--- config.mk ---
export PLATFORM = sky130hd
export DESIGN_NAME = dsc_chain_seq
export DESIGN_NICKNAME = d
export VERILOG_FILES = /design/src/rtl/dsc_pkg.sv /design/src/rtl/dsc_mem_port.sv /design/src/rtl/dsc_desc_regs.sv /design/src/rtl/dsc_seq_ctrl.sv /design/src/rtl/dsc_chain_seq.sv
export SDC_FILE = /design/constraint.sdc
export NUM_CORES = 1
export LEC_CHECK = 0
export BUFFER_PORTS_ARGS = -buffer_cell sky130_fd_sc_hd__clkbuf_2
export CORE_UTILIZATION = 53
export DETAILED_ROUTE_END_ITERATION = 8
export HOLD_SLACK_MARGIN = 0.02
export PLACE_DENSITY = 0.8
export SLEW_MARGIN = 20
export SYNTH_ARGS = -nofsm -noshare
export SYNTH_HDL_FRONTEND = slang
export SYNTH_SLANG_ARGS = --single-unit
--- constraint.sdc ---
create_clock -name clk -period 2.7 [get_ports clk]
set_clock_uncertainty 0.15 [all_clocks]
set_input_delay 0.135 -clock clk [delete_from_list [all_inputs] [get_ports clk]]
set_output_delay 0.135 -clock clk [all_outputs]
set_load 0.02 [all_outputs]
--- src/rtl/dsc_pkg.sv ---
package dsc_pkg;
  localparam int WORD_BITS   = 32;
  localparam int WORD_BYTES  = WORD_BITS / 8;
  localparam int DESC_WORDS  = 5;
  localparam int IDX_W       = $clog2(DESC_WORDS);
  localparam int HI_INDEX    = 4;
  localparam int NEXT_INDEX  = 2;
  localparam int LO_INDEX    = 3;
  localparam int DONE_BIT    = 12;
  localparam int INT_EN_BIT  = 0;
  localparam int DST_CH_BIT  = 27;
  localparam int SRC_CH_BIT  = 28;
  localparam int TYPE_LSB    = 20;
  localparam int TYPE_W      = 3;

  typedef enum logic [2:0] {
    SQ_IDLE, SQ_FETCH, SQ_FWAIT, SQ_START, SQ_RUN, SQ_WB, SQ_WWAIT
  } seq_state_t;

  typedef enum logic [1:0] {
    MP_IDLE, MP_REQ, MP_RSP
  } port_state_t;
endpackage

--- src/rtl/dsc_mem_port.sv ---
module dsc_mem_port #(
  parameter int ADDR_W = 32
) (
  input  logic                          clk,
  input  logic                          rst_n,
  input  logic                          cmd_go,
  input  logic                          cmd_wr,
  input  logic [ADDR_W-1:0]             cmd_addr,
  input  logic [dsc_pkg::WORD_BITS-1:0] cmd_wdata,
  output logic                          mreq_valid,
  input  logic                          mreq_ready,
  output logic                          mreq_write,
  output logic [ADDR_W-1:0]             mreq_addr,
  output logic [dsc_pkg::WORD_BITS-1:0] mreq_wdata,
  input  logic                          mrsp_valid,
  output logic                          mrsp_ready,
  input  logic                          mrsp_err,
  output logic                          rsp_done,
  output logic                          rsp_fail
);
  import dsc_pkg::*;

  port_state_t pstate;

  always_ff @(posedge clk) begin
    if (!rst_n) begin
      pstate     <= MP_IDLE;
      mreq_write <= 1'b0;
      mreq_addr  <= '0;
      mreq_wdata <= '0;
    end else begin
      unique case (pstate)
        MP_IDLE: if (cmd_go) begin
          pstate     <= MP_REQ;
          mreq_write <= cmd_wr;
          mreq_addr  <= cmd_addr;
          mreq_wdata <= cmd_wdata;
        end
        MP_REQ:  if (mreq_ready) pstate <= MP_RSP;
        MP_RSP:  if (mrsp_valid) pstate <= MP_IDLE;
        default: pstate <= MP_IDLE;
      endcase
    end
  end

  assign mreq_valid = (pstate == MP_REQ);
  assign mrsp_ready = (pstate == MP_RSP);
  assign rsp_done   = mrsp_ready && mrsp_valid;
  assign rsp_fail   = rsp_done && mrsp_err;
endmodule

--- src/rtl/dsc_desc_regs.sv ---
module dsc_desc_regs #(
  parameter int NUM_WORDS = dsc_pkg::DESC_WORDS
) (
  input  logic                                          clk,
  input  logic                                          rst_n,
  input  logic                                          ld_en,
  input  logic [dsc_pkg::IDX_W-1:0]                     ld_idx,
  input  logic [dsc_pkg::WORD_BITS-1:0]                 ld_data,
  input  logic                                          done_set,
  output logic [NUM_WORDS-1:0][dsc_pkg::WORD_BITS-1:0]  words
);
  import dsc_pkg::*;

  for (genvar i = 0; i < NUM_WORDS; i++) begin : g_word
    if (i == HI_INDEX) begin : g_hi
      always_ff @(posedge clk) begin
        if (!rst_n)                             words[i] <= '0;
        else if (ld_en && ld_idx == IDX_W'(i))  words[i] <= ld_data;
        else if (done_set)                      words[i][DONE_BIT] <= 1'b1;
      end
    end else begin : g_plain
      always_ff @(posedge clk) begin
        if (!rst_n)                             words[i] <= '0;
        else if (ld_en && ld_idx == IDX_W'(i))  words[i] <= ld_data;
      end
    end
  end
endmodule

--- src/rtl/dsc_seq_ctrl.sv ---
module dsc_seq_ctrl #(
  parameter int ADDR_W = 32
) (
  input  logic                          clk,
  input  logic                          rst_n,
  input  logic                          enable,
  input  logic [ADDR_W-1:0]             head_ptr,
  input  logic [dsc_pkg::WORD_BITS-1:0] next_word,
  input  logic [dsc_pkg::WORD_BITS-1:0] hi_word,
  input  logic                          int_en,
  input  logic                          src_chain,
  input  logic                          dst_chain,
  input  logic                          blk_done,
  input  logic                          rsp_done,
  input  logic                          rsp_fail,
  output logic                          cmd_go,
  output logic                          cmd_wr,
  output logic [ADDR_W-1:0]             cmd_addr,
  output logic [dsc_pkg::WORD_BITS-1:0] cmd_wdata,
  output logic                          ld_en,
  output logic [dsc_pkg::IDX_W-1:0]     ld_idx,
  output logic                          done_set,
  output logic                          blk_start,
  output logic                          busy,
  output logic                          irq_block,
  output logic                          irq_xfer,
  output logic                          xfer_done,
  output logic                          err_pulse
);
  import dsc_pkg::*;

  localparam logic [IDX_W-1:0] LAST_IDX = IDX_W'(DESC_WORDS - 1);
  localparam int               OFS_SH   = $clog2(WORD_BYTES);

  seq_state_t        state;
  logic [ADDR_W-1:0] ptr;
  logic [IDX_W-1:0]  idx;
  logic              en_q;
  logic              go_on;
  logic              ok_rsp;

  assign go_on  = (src_chain || dst_chain) && (next_word != '0);
  assign ok_rsp = rsp_done && !rsp_fail;

  always_ff @(posedge clk) begin
    if (!rst_n) begin
      state     <= SQ_IDLE;
      ptr       <= '0;
      idx       <= '0;
      en_q      <= 1'b0;
      irq_block <= 1'b0;
      irq_xfer  <= 1'b0;
      xfer_done <= 1'b0;
      err_pulse <= 1'b0;
    end else begin
      en_q      <= enable;
      irq_block <= 1'b0;
      irq_xfer  <= 1'b0;
      xfer_done <= 1'b0;
      err_pulse <= 1'b0;
      unique case (state)
        SQ_IDLE: if (enable && !en_q) begin
          ptr   <= head_ptr;
          idx   <= '0;
          state <= SQ_FETCH;
        end
        SQ_FETCH: state <= SQ_FWAIT;
        SQ_FWAIT: if (rsp_fail) begin
          err_pulse <= 1'b1;
          state     <= SQ_IDLE;
        end else if (rsp_done) begin
          if (idx == LAST_IDX) state <= SQ_START;
          else begin
            idx   <= idx + 1'b1;
            state <= SQ_FETCH;
          end
        end
        SQ_START: state <= SQ_RUN;
        SQ_RUN:   if (blk_done) state <= SQ_WB;
        SQ_WB:    state <= SQ_WWAIT;
        SQ_WWAIT: if (rsp_fail) begin
          err_pulse <= 1'b1;
          state     <= SQ_IDLE;
        end else if (rsp_done) begin
          irq_block <= int_en;
          if (go_on && enable) begin
            ptr   <= ADDR_W'(next_word);
            idx   <= '0;
            state <= SQ_FETCH;
          end else if (go_on) begin
            state <= SQ_IDLE;
          end else begin
            xfer_done <= 1'b1;
            irq_xfer  <= int_en;
            state     <= SQ_IDLE;
          end
        end
        default: state <= SQ_IDLE;
      endcase
    end
  end

  always_comb begin
    cmd_go    = (state == SQ_FETCH) || (state == SQ_WB);
    cmd_wr    = (state == SQ_WB);
    cmd_addr  = cmd_wr ? ptr + ADDR_W'(HI_INDEX << OFS_SH)
                       : ptr + (ADDR_W'(idx) << OFS_SH);
    cmd_wdata = hi_word | (WORD_BITS'(1) << DONE_BIT);
    ld_en     = (state == SQ_FWAIT) && ok_rsp;
    ld_idx    = idx;
    done_set  = (state == SQ_WWAIT) && ok_rsp;
    blk_start = (state == SQ_START);
    busy      = (state != SQ_IDLE);
  end
endmodule

--- src/rtl/dsc_chain_seq.sv ---
module dsc_chain_seq #(
  parameter int ADDR_W = 32
) (
  input  logic                          clk,
  input  logic                          rst_n,
  input  logic                          enable,
  input  logic [ADDR_W-1:0]             head_ptr,
  output logic                          mreq_valid,
  input  logic                          mreq_ready,
  output logic                          mreq_write,
  output logic [ADDR_W-1:0]             mreq_addr,
  output logic [dsc_pkg::WORD_BITS-1:0] mreq_wdata,
  input  logic                          mrsp_valid,
  output logic                          mrsp_ready,
  input  logic [dsc_pkg::WORD_BITS-1:0] mrsp_rdata,
  input  logic                          mrsp_err,
  output logic                          blk_start,
  input  logic                          blk_done,
  output logic [dsc_pkg::WORD_BITS-1:0] ch_src,
  output logic [dsc_pkg::WORD_BITS-1:0] ch_dst,
  output logic [dsc_pkg::WORD_BITS-1:0] ch_next,
  output logic [dsc_pkg::WORD_BITS-1:0] ch_ctl_lo,
  output logic [dsc_pkg::WORD_BITS-1:0] ch_ctl_hi,
  output logic [dsc_pkg::TYPE_W-1:0]    xfer_type,
  output logic                          busy,
  output logic                          irq_block,
  output logic                          irq_xfer,
  output logic                          xfer_done,
  output logic                          err_pulse
);
  import dsc_pkg::*;

  logic                                 cmd_go, cmd_wr;
  logic [ADDR_W-1:0]                    cmd_addr;
  logic [WORD_BITS-1:0]                 cmd_wdata;
  logic                                 rsp_done, rsp_fail;
  logic                                 ld_en, done_set;
  logic [IDX_W-1:0]                     ld_idx;
  logic [DESC_WORDS-1:0][WORD_BITS-1:0] words;

  dsc_mem_port #(.ADDR_W(ADDR_W)) u_port (
    .clk(clk), .rst_n(rst_n),
    .cmd_go(cmd_go), .cmd_wr(cmd_wr), .cmd_addr(cmd_addr), .cmd_wdata(cmd_wdata),
    .mreq_valid(mreq_valid), .mreq_ready(mreq_ready), .mreq_write(mreq_write),
    .mreq_addr(mreq_addr), .mreq_wdata(mreq_wdata),
    .mrsp_valid(mrsp_valid), .mrsp_ready(mrsp_ready), .mrsp_err(mrsp_err),
    .rsp_done(rsp_done), .rsp_fail(rsp_fail)
  );

  dsc_desc_regs #(.NUM_WORDS(DESC_WORDS)) u_regs (
    .clk(clk), .rst_n(rst_n),
    .ld_en(ld_en), .ld_idx(ld_idx), .ld_data(mrsp_rdata),
    .done_set(done_set), .words(words)
  );

  dsc_seq_ctrl #(.ADDR_W(ADDR_W)) u_ctrl (
    .clk(clk), .rst_n(rst_n),
    .enable(enable), .head_ptr(head_ptr),
    .next_word(words[NEXT_INDEX]), .hi_word(words[HI_INDEX]),
    .int_en(words[LO_INDEX][INT_EN_BIT]),
    .src_chain(words[LO_INDEX][SRC_CH_BIT]),
    .dst_chain(words[LO_INDEX][DST_CH_BIT]),
    .blk_done(blk_done), .rsp_done(rsp_done), .rsp_fail(rsp_fail),
    .cmd_go(cmd_go), .cmd_wr(cmd_wr), .cmd_addr(cmd_addr), .cmd_wdata(cmd_wdata),
    .ld_en(ld_en), .ld_idx(ld_idx), .done_set(done_set),
    .blk_start(blk_start), .busy(busy),
    .irq_block(irq_block), .irq_xfer(irq_xfer),
    .xfer_done(xfer_done), .err_pulse(err_pulse)
  );

  assign ch_src    = words[0];
  assign ch_dst    = words[1];
  assign ch_next   = words[NEXT_INDEX];
  assign ch_ctl_lo = words[LO_INDEX];
  assign ch_ctl_hi = words[HI_INDEX];
  assign xfer_type = words[LO_INDEX][TYPE_LSB +: TYPE_W];
endmodule

==> summary.md, run 1 <==
| Metric | Value |
|---|---|
| CP endpoint kind | `register` |
| Comb pwr share | `0.114` |
| Largest family of logic cells by synthesized area | `simple AND/OR/NAND/NOR gates` |
| Vias after detailed routing | `~11000` |
| Area of the die | `between 20000 and 25000 µm²` |
| Max Clk Rate | `387 MHz` |
| Routability congestion estimate | `about 0.94` |
| Detail Route Antenna Nets | `0` |
| Max Buffers Root-to-Sink | `3` |
| Chip height | `about 150 µm` |
| Post-synth EDFFs | `0` |
| Post-CTS setup buffers | `0` |
| Simple-gate share of the synthesized area | `0.224` |
| Max FO, Critical Path | `32` |
| CTS tree | `yes` |
| Synthesized area | `~11000 µm²` |
| Sinks on Clock Net | `270` |
| Core Box Area | `~21000 µm²` |
| Mean Syn Cell Area | `8.43 µm²` |
| Post-synthesis compound-gate area fraction | `0.196` |
| Top cell type's share of synthesized area | `0.472` |
| Critical path start-end classification | `register to register` |
| Vias per cell | `between 5 and 6` |
| Async SR Flop Fraction | `0` |
| Drt initial violations | `around 790` |
| Switching power | `between 2 and 2.5 mW` |
| GRT Residual Overflow | `0` |
| Final HPWL DP | `24.5 mm` |
| DR WL/cell | `about 19 µm` |
| First-pass GRT wire length | `~57 mm` |
| Drt pass-1 iters | `6` |
| Synth Area in Adders | `0.0116` |
| DRT Wirelength | `between 30 and 40 mm` |
| Input/output buffers | `just over 300` |
| Hold/Removal Path Class | `input port to register` |
| Critical path startpoint category | `register` |
| Share of layout cells above drive strength 1 | `0.248` |
| Post-layout minimum cycle time | `about 2600 ps` |
| Register area share after synthesis | `0.472` |
| Largest area contributor in the netlist | `dfxtp_1` |
| Post-layout nets | `~1800` |
| Synth Area in XOR/XNOR | `0.0199` |
| I/O pin total | `between 300 and 400` |
| Die width | `around 150 µm` |
| Worst Tran Pin Value | `between 600 and 700 ps` |
| Setup violators final | `0` |
| Largest net degree at the start of global routing | `87` |
| Initial antenna violation count | `1` |
| Initial core utilization | `0.543` |
| Sw frac | `0.255` |
| Pwr Total | `just over 9 mW` |
| Largest cells by area after synthesis | `dfxtp_1 47%, nand2_1 15%, a21boi_0 6.7%, a21boi_1 6.1%, mux2_2 2.8%` |
| Root buffer cell | `clkbuf_16` |
| Int Power | `a little under 7 mW` |
| FP Rows | `53` |
| PwrDens | `just over 600 nW/µm²` |
| Lkg Pwr | `between 5 and 6 nW` |
| N_diodes | `0` |
| #FFs+latches synth | `270` |
| CP arrival | `slightly below 3000 ps` |
| Part of the power in registers | `0.465` |
| Yosys warns | `0` |
| Mapped Cells | `between 1000 and 1500` |
| Clock transition at the registers of the reported paths | `about 60 ps` |
| Most used DFF post-synth | `dfxtp_1` |
| Max-slew violations | `0` |
| Max-cap violation count | `0` |
| CTS H-tree lvls | `1` |
| Rel. slew slack | `0.565` |
| VDD IR max | `roughly 0.46 mV` |
| CP required | `3030 ps` |
| Mapped Nets | `roughly 1400` |
| Synth cell types | `60` |
| Final worst path period share | `0.956` |
| CTS buffer count | `28` |
| Hold Fails Final Rpt | `0` |
| Number of global-route vias before repair | `10600` |
| Clk pwr share | `0.421` |
| GRT Util Overall | `0.324` |
| Mux share of post-synthesis cell area | `0.0302` |
| Clock Latency Late Sink | `540 ps` |
| Status | `complete, no violations` |
| Synth-to-layout area growth | `29.2%` |
| DRC viols | `0` |
| Post-Route Setup TNS | `0 ps` |
| RSZ-0062 raised after global routing | `no` |
## power by group through the flow
stage                     registers (mW)  clock network [mW]  logic, mW
after floorplan                     4.39                   0      0.516
after global routing                4.27                4.06       1.11
after global placement              4.33                   0      0.920
final                               4.26                3.85       1.04
after CTS                           4.25                3.89       1.02
after detailed placement            4.34                   0      0.930
## repair_timing
| action | 4_1_cts | 5_1_grt |
|---|---|---|
| hold buffers | 71 | 0 |
| resized for setup | 0 | 3 |
| hold endpoints to repair | 229 | 0 |
| setup endpoints to repair | 0 | 8 |
## synthesized netlist by cell type, types with 9 or more instances
master	count
nand2_1	449
dfxtp_1	270
a21boi_0	102
a21boi_1	93
clkbuf_1	63
nand4_1	42
buf_2	31
o21ai_1	31
a21oi_1	29
mux2_2	28
o21ai_0	26
nand3_1	20
xnor2_1	14
nor2_1	12
xor2_1	12
inv_1	11
nor4_1	11
buf_4	10
ha_1	9
nor2b_1	9
## area by class of cell
cell class	count	area [µm²]
Fill cell	1634	6300
Multi-Input combinational cell	969	5540
Sequential cell	270	5410
Timing Repair Buffer	405	2520
Clock buffer	47	872
Tap cell	275	344
Clock inverter	5	63.8
Inverter	11	41.3
## cells by family after synthesis
| family | after synthesis |
|---|---|
| AND/OR/NAND/NOR | 587 |
| AO/OA/AOI/OAI | 315 |
| flip-flops | 270 |
| buffers and inverters | 118 |
| multiplexers | 31 |
| XOR/XNOR | 26 |
| adder cells (fa/ha/maj) | 10 |
## layer usage
| metal | GRT usage | vias to the layer above | wire length, µm |
|---|---|---|---|
| li1 | - | 5236 | - |
| met1 | 0.414 | 5263 | 14900 |
| met2 | 0.532 | 561 | 17300 |
| met3 | 0.0697 | 115 | 3230 |
| met4 | 0.128 | 0 | 1430 |
| met5 | 0 | - | 0 |
## path summary, 6_finish.rpt
check / from / to / slack [ps] / cells past startpoint
worst min-delay path: enable / u_ctrl.en_q / 300 / 3
worst max-delay path: u_port.pstate[1] / u_regs.words[2] / 120 / 7
worst min register to register: u_regs.words[24] / u_regs.words[24] / 300 / 2
worst max register to register: u_port.pstate[1] / u_regs.words[2] / 120 / 7
## metrics by stage
stage	instance area, µm²	setup WS, ps	std cells	hold WS [ps]	utilization
2_1_floorplan	11400	395	1357	107	-
3_3_place_gp	13100	235	1859	263	0.622
3_5_place_dp	13100	179	1859	258	0.622
4_1_cts	14800	100	1982	258	0.700
5_1_grt	14800	45.9	1982	304	0.701
6_report	14800	119	1982	296	0.701
## critical path, stage by stage, from the launching register on
cell           delay (ps)
dfxtp_1               440
and4bb_1              380
and3_1                320
and2_1                210
buf_12                200
nand2_1                70
a21boi_1              150
dlygate4sd3_1         590
## flip-flops by register name, indices dropped and copies added (netlist names)
signal,cells
u_ctrl.ld_idx,3
u_regs.words,160
u_ctrl.irq_xfer,1
u_port.mreq_addr,32
u_ctrl.ptr,32
u_ctrl.err_pulse,1
u_ctrl.en_q,1
u_port.mreq_wdata,32
u_port.mreq_write,1
u_ctrl.state,3
u_ctrl.irq_block,1
u_ctrl.xfer_done,1
u_port.pstate,2
## layout by cell type, fill, tap and decap left out, drive strengths merged, types with 11 or more instances in the layout
master / instances
xnor2: 14
mux2: 28
xor2: 12
nor2: 12
inv: 11
dfxtp: 270
a21oi: 31
o21ai: 57
a21boi: 195
nand3: 21
buf: 29
nand4: 42
nand2: 449
dlygate4sd3: 71
clkbuf: 352
nor4: 11
Power figures use the tool's default switching activity.
==> inputs of run 2 (changes only) <==
--- a/config.mk
+++ b/config.mk
@@ -7,7 +7,9 @@
 export LEC_CHECK = 0
 export BUFFER_PORTS_ARGS = -buffer_cell sky130_fd_sc_hd__clkbuf_2
 export CORE_UTILIZATION = 53
+export CTS_CLUSTER_DIAMETER = 100
 export DETAILED_ROUTE_END_ITERATION = 8
+export GPL_TIMING_DRIVEN = 0
 export HOLD_SLACK_MARGIN = 0.02
 export PLACE_DENSITY = 0.8
 export SLEW_MARGIN = 20
==> run 2 against run 1 <==
Die area unchanged. Critical path depth decreased by 1. Maximum frequency decreased by 3.1%. Total power decreased by 0.86%. Cell area increased by 0.71%. First-iteration DRC count decreased by 8.4%. Largest cell class unchanged. Clock power decreased by 3%. Register-to-register slack got worse by 80 ps. Cell count increased by 3.6%. Count of clock-buffer cells in the layout decreased by 5. Via count increased by 2.0%.
==> summary.md, run 2 (same netlist as run 1, synthesis figures left out) <==
| Metric | Value |
|---|---|
| Setup violators final | `0` |
| Initial antenna violation count | `0` |
| Number of global-route vias before repair | `about 11000` |
| Crit-path leading delay family | `compound AO/OA/AOI/OAI gates` |
| Pre-CTS WS | `102 ps` |
| Cells after DPL | `1937` |
| GRT Util Overall | `0.347` |
| CTS buffer count | `28` |
| Biggest register | `u_regs.words` |
| Sinks on Clock Net | `270` |
| Synth-to-layout area growth | `30.1%` |
| Worst Tran Pin Value | `796 ps` |
| VDD IR max | `just under 0.5 mV` |
| Post-CTS setup buffers | `0` |
| Most frequent cells in the layout | `449 x nand2_1, 306 x clkbuf_2, 268 x dfxtp_1` |
| Vias after detailed routing | `11400` |
| Fin worst setup slack | `between 30 and 40 ps` |
| Buffers and inverters on the worst path | `1` |
| Rel. slew slack | `0.469` |
| Post-Route Setup TNS | `0 ps` |
| N_diodes | `0` |
| Vias per cell | `between 5 and 6` |
| Max-slew violations | `0` |
| Post-layout nets | `about 1800` |
| I/O pin total | `between 300 and 400` |
| PwrDens | `609 nW/µm²` |
| Largest net degree at the start of global routing | `15` |
| Final worst path period share | `0.986` |
| Drt initial violations | `slightly above 700` |
| Post-layout minimum cycle time | `2660 ps` |
| DR WL/cell | `19.1 µm` |
| Critical path start-end classification | `register to register` |
| Final std cells w/o fill | `slightly above 2000` |
| RSZ-0062 raised after global routing | `no` |
| Routability congestion estimate | `0.929` |
| Critical path's largest stage delay | `between 600 and 700 ps` |
| Lkg Pwr | `about 6 nW` |
| Max Buffers Root-to-Sink | `3` |
| CTS H-tree lvls | `1` |
| Reg-to-reg startpoint | `u_regs.words[80]` |
| Max Clk Rate | `376 MHz` |
| Max FO, Critical Path | `10` |
| CP arrival | `2950 ps` |
| Area of the die | `22200 µm²` |
| Final HPWL DP | `28.2 mm` |
| Input/output buffers | `around 310` |
| Critical path startpoint category | `register` |
| Most common cell after layout, fill and taps aside | `nand2_1` |
| DRC viols | `0` |
| Initial core utilization | `0.543` |
| Hold Fails Final Rpt | `0` |
| FP Rows | `53` |
| Chip height | `~150 µm` |
| Clock transition at the registers of the reported paths | `approximately 60 ps` |
| CP required | `2980 ps` |
| CP endpoint kind | `register` |
| DRT Wirelength | `39.3 mm` |
| Hold path start | `blk_done` |
| Die width | `149 µm` |
| First-pass GRT wire length | `between 50 and 60 mm` |
| Core Box Area | `approximately 21000 µm²` |
| Critical Path Start | `u_regs.words[80]` |
| Max-cap violation count | `0` |
| Detail Route Antenna Nets | `0` |
| CTS tree | `yes` |
| CP max-delay cell | `o221ai_1` |
| Hold/Removal Path Class | `input port to register` |
| Largest register FFs | `160` |
| Fillers | `around 1700` |
| Status | `complete, no violations` |
| Critical path, cell by cell | `nor4_1, nand4_1, o221ai_1, clkbuf_1, nand3_1, o211a_1` |
| Share of layout cells above drive strength 1 | `0.243` |
| Drt pass-1 iters | `6` |
| Clock Latency Late Sink | `550 ps` |
| Root buffer cell | `clkbuf_16` |
| GRT Residual Overflow | `0` |
run 2: cell types whose count changed in the layout (fill, tap and decap cells not counted), sizes merged:
cell         before  now
clkbuf          352  410
buf              29   44
dlygate4sd3      71   69
bufinv            1    0
clkinv            3    4
inv              11   12
run 2: worst register-to-register path, delay by kind of cell, from the launching register on:
family,cells,cell delay (ps)
simple gates,3,760
buf+inv,1,470
flops,1,380
compound gates,2,800
run 2: path summary, 6_finish.rpt:
kind                                    endpoint  slack, ps  depth (start not counted)
worst max-delay path              u_ctrl.ptr[24]         40                          6
worst min-delay path             u_ctrl.state[0]         50                          5
worst max register to register    u_ctrl.ptr[24]         40                          6
worst min register to register  u_regs.words[43]        300                          2
run 2: area by class of cell:
| class | instances | area (µm²) | area share |
|---|---|---|---|
| multi-input cells | 969 | 5510 | 0.370 |
| flip-flops and latches | 270 | 5410 | 0.363 |
| repair buffers | 374 | 2220 | 0.149 |
| clock buffers | 42 | 833 | 0.0560 |
| plain buffers | 107 | 487 | 0.0327 |
| well taps | 275 | 344 | 0.0231 |
| clock inverters | 6 | 47.5 | 0.00319 |
| inverters | 11 | 41.3 | 0.00277 |
run 2: stage by stage:
step	instance area (µm²)	hold WS, ps	util	power [mW]
after floorplan	11400	107	-	4.91
after global placement	13300	272	0.631	5.29
after detailed placement	13300	295	0.631	5.31
after CTS	14900	40.0	0.706	9.04
after global routing	14900	70.1	0.706	9.34
final	14900	54.7	0.706	9.07
run 2: what timing repair did:
action / in CTS / in global routing
hold buffers: 69 / 0
resized for setup: 0 / 5
endpoints found under the hold margin: 202 / 0
setup endpoints to repair: 0 / 10
run 2: layer usage:
layer  GRT usage  vias to the layer above  part of all wire
li1            -                     5383                 -
met1       0.433                     5307              0.39
met5           0                        -                 0
met2       0.575                      573              0.46
met4       0.153                        0             0.045
met3      0.0758                      135              0.10
run 2: power by group:
group	internal [mW]	switching [mW]	leakage (nW)	total, mW
clock network	2.12	1.61	0.433	3.73
registers	4.12	0.121	2.18	4.24
logic	0.407	0.694	3.41	1.10
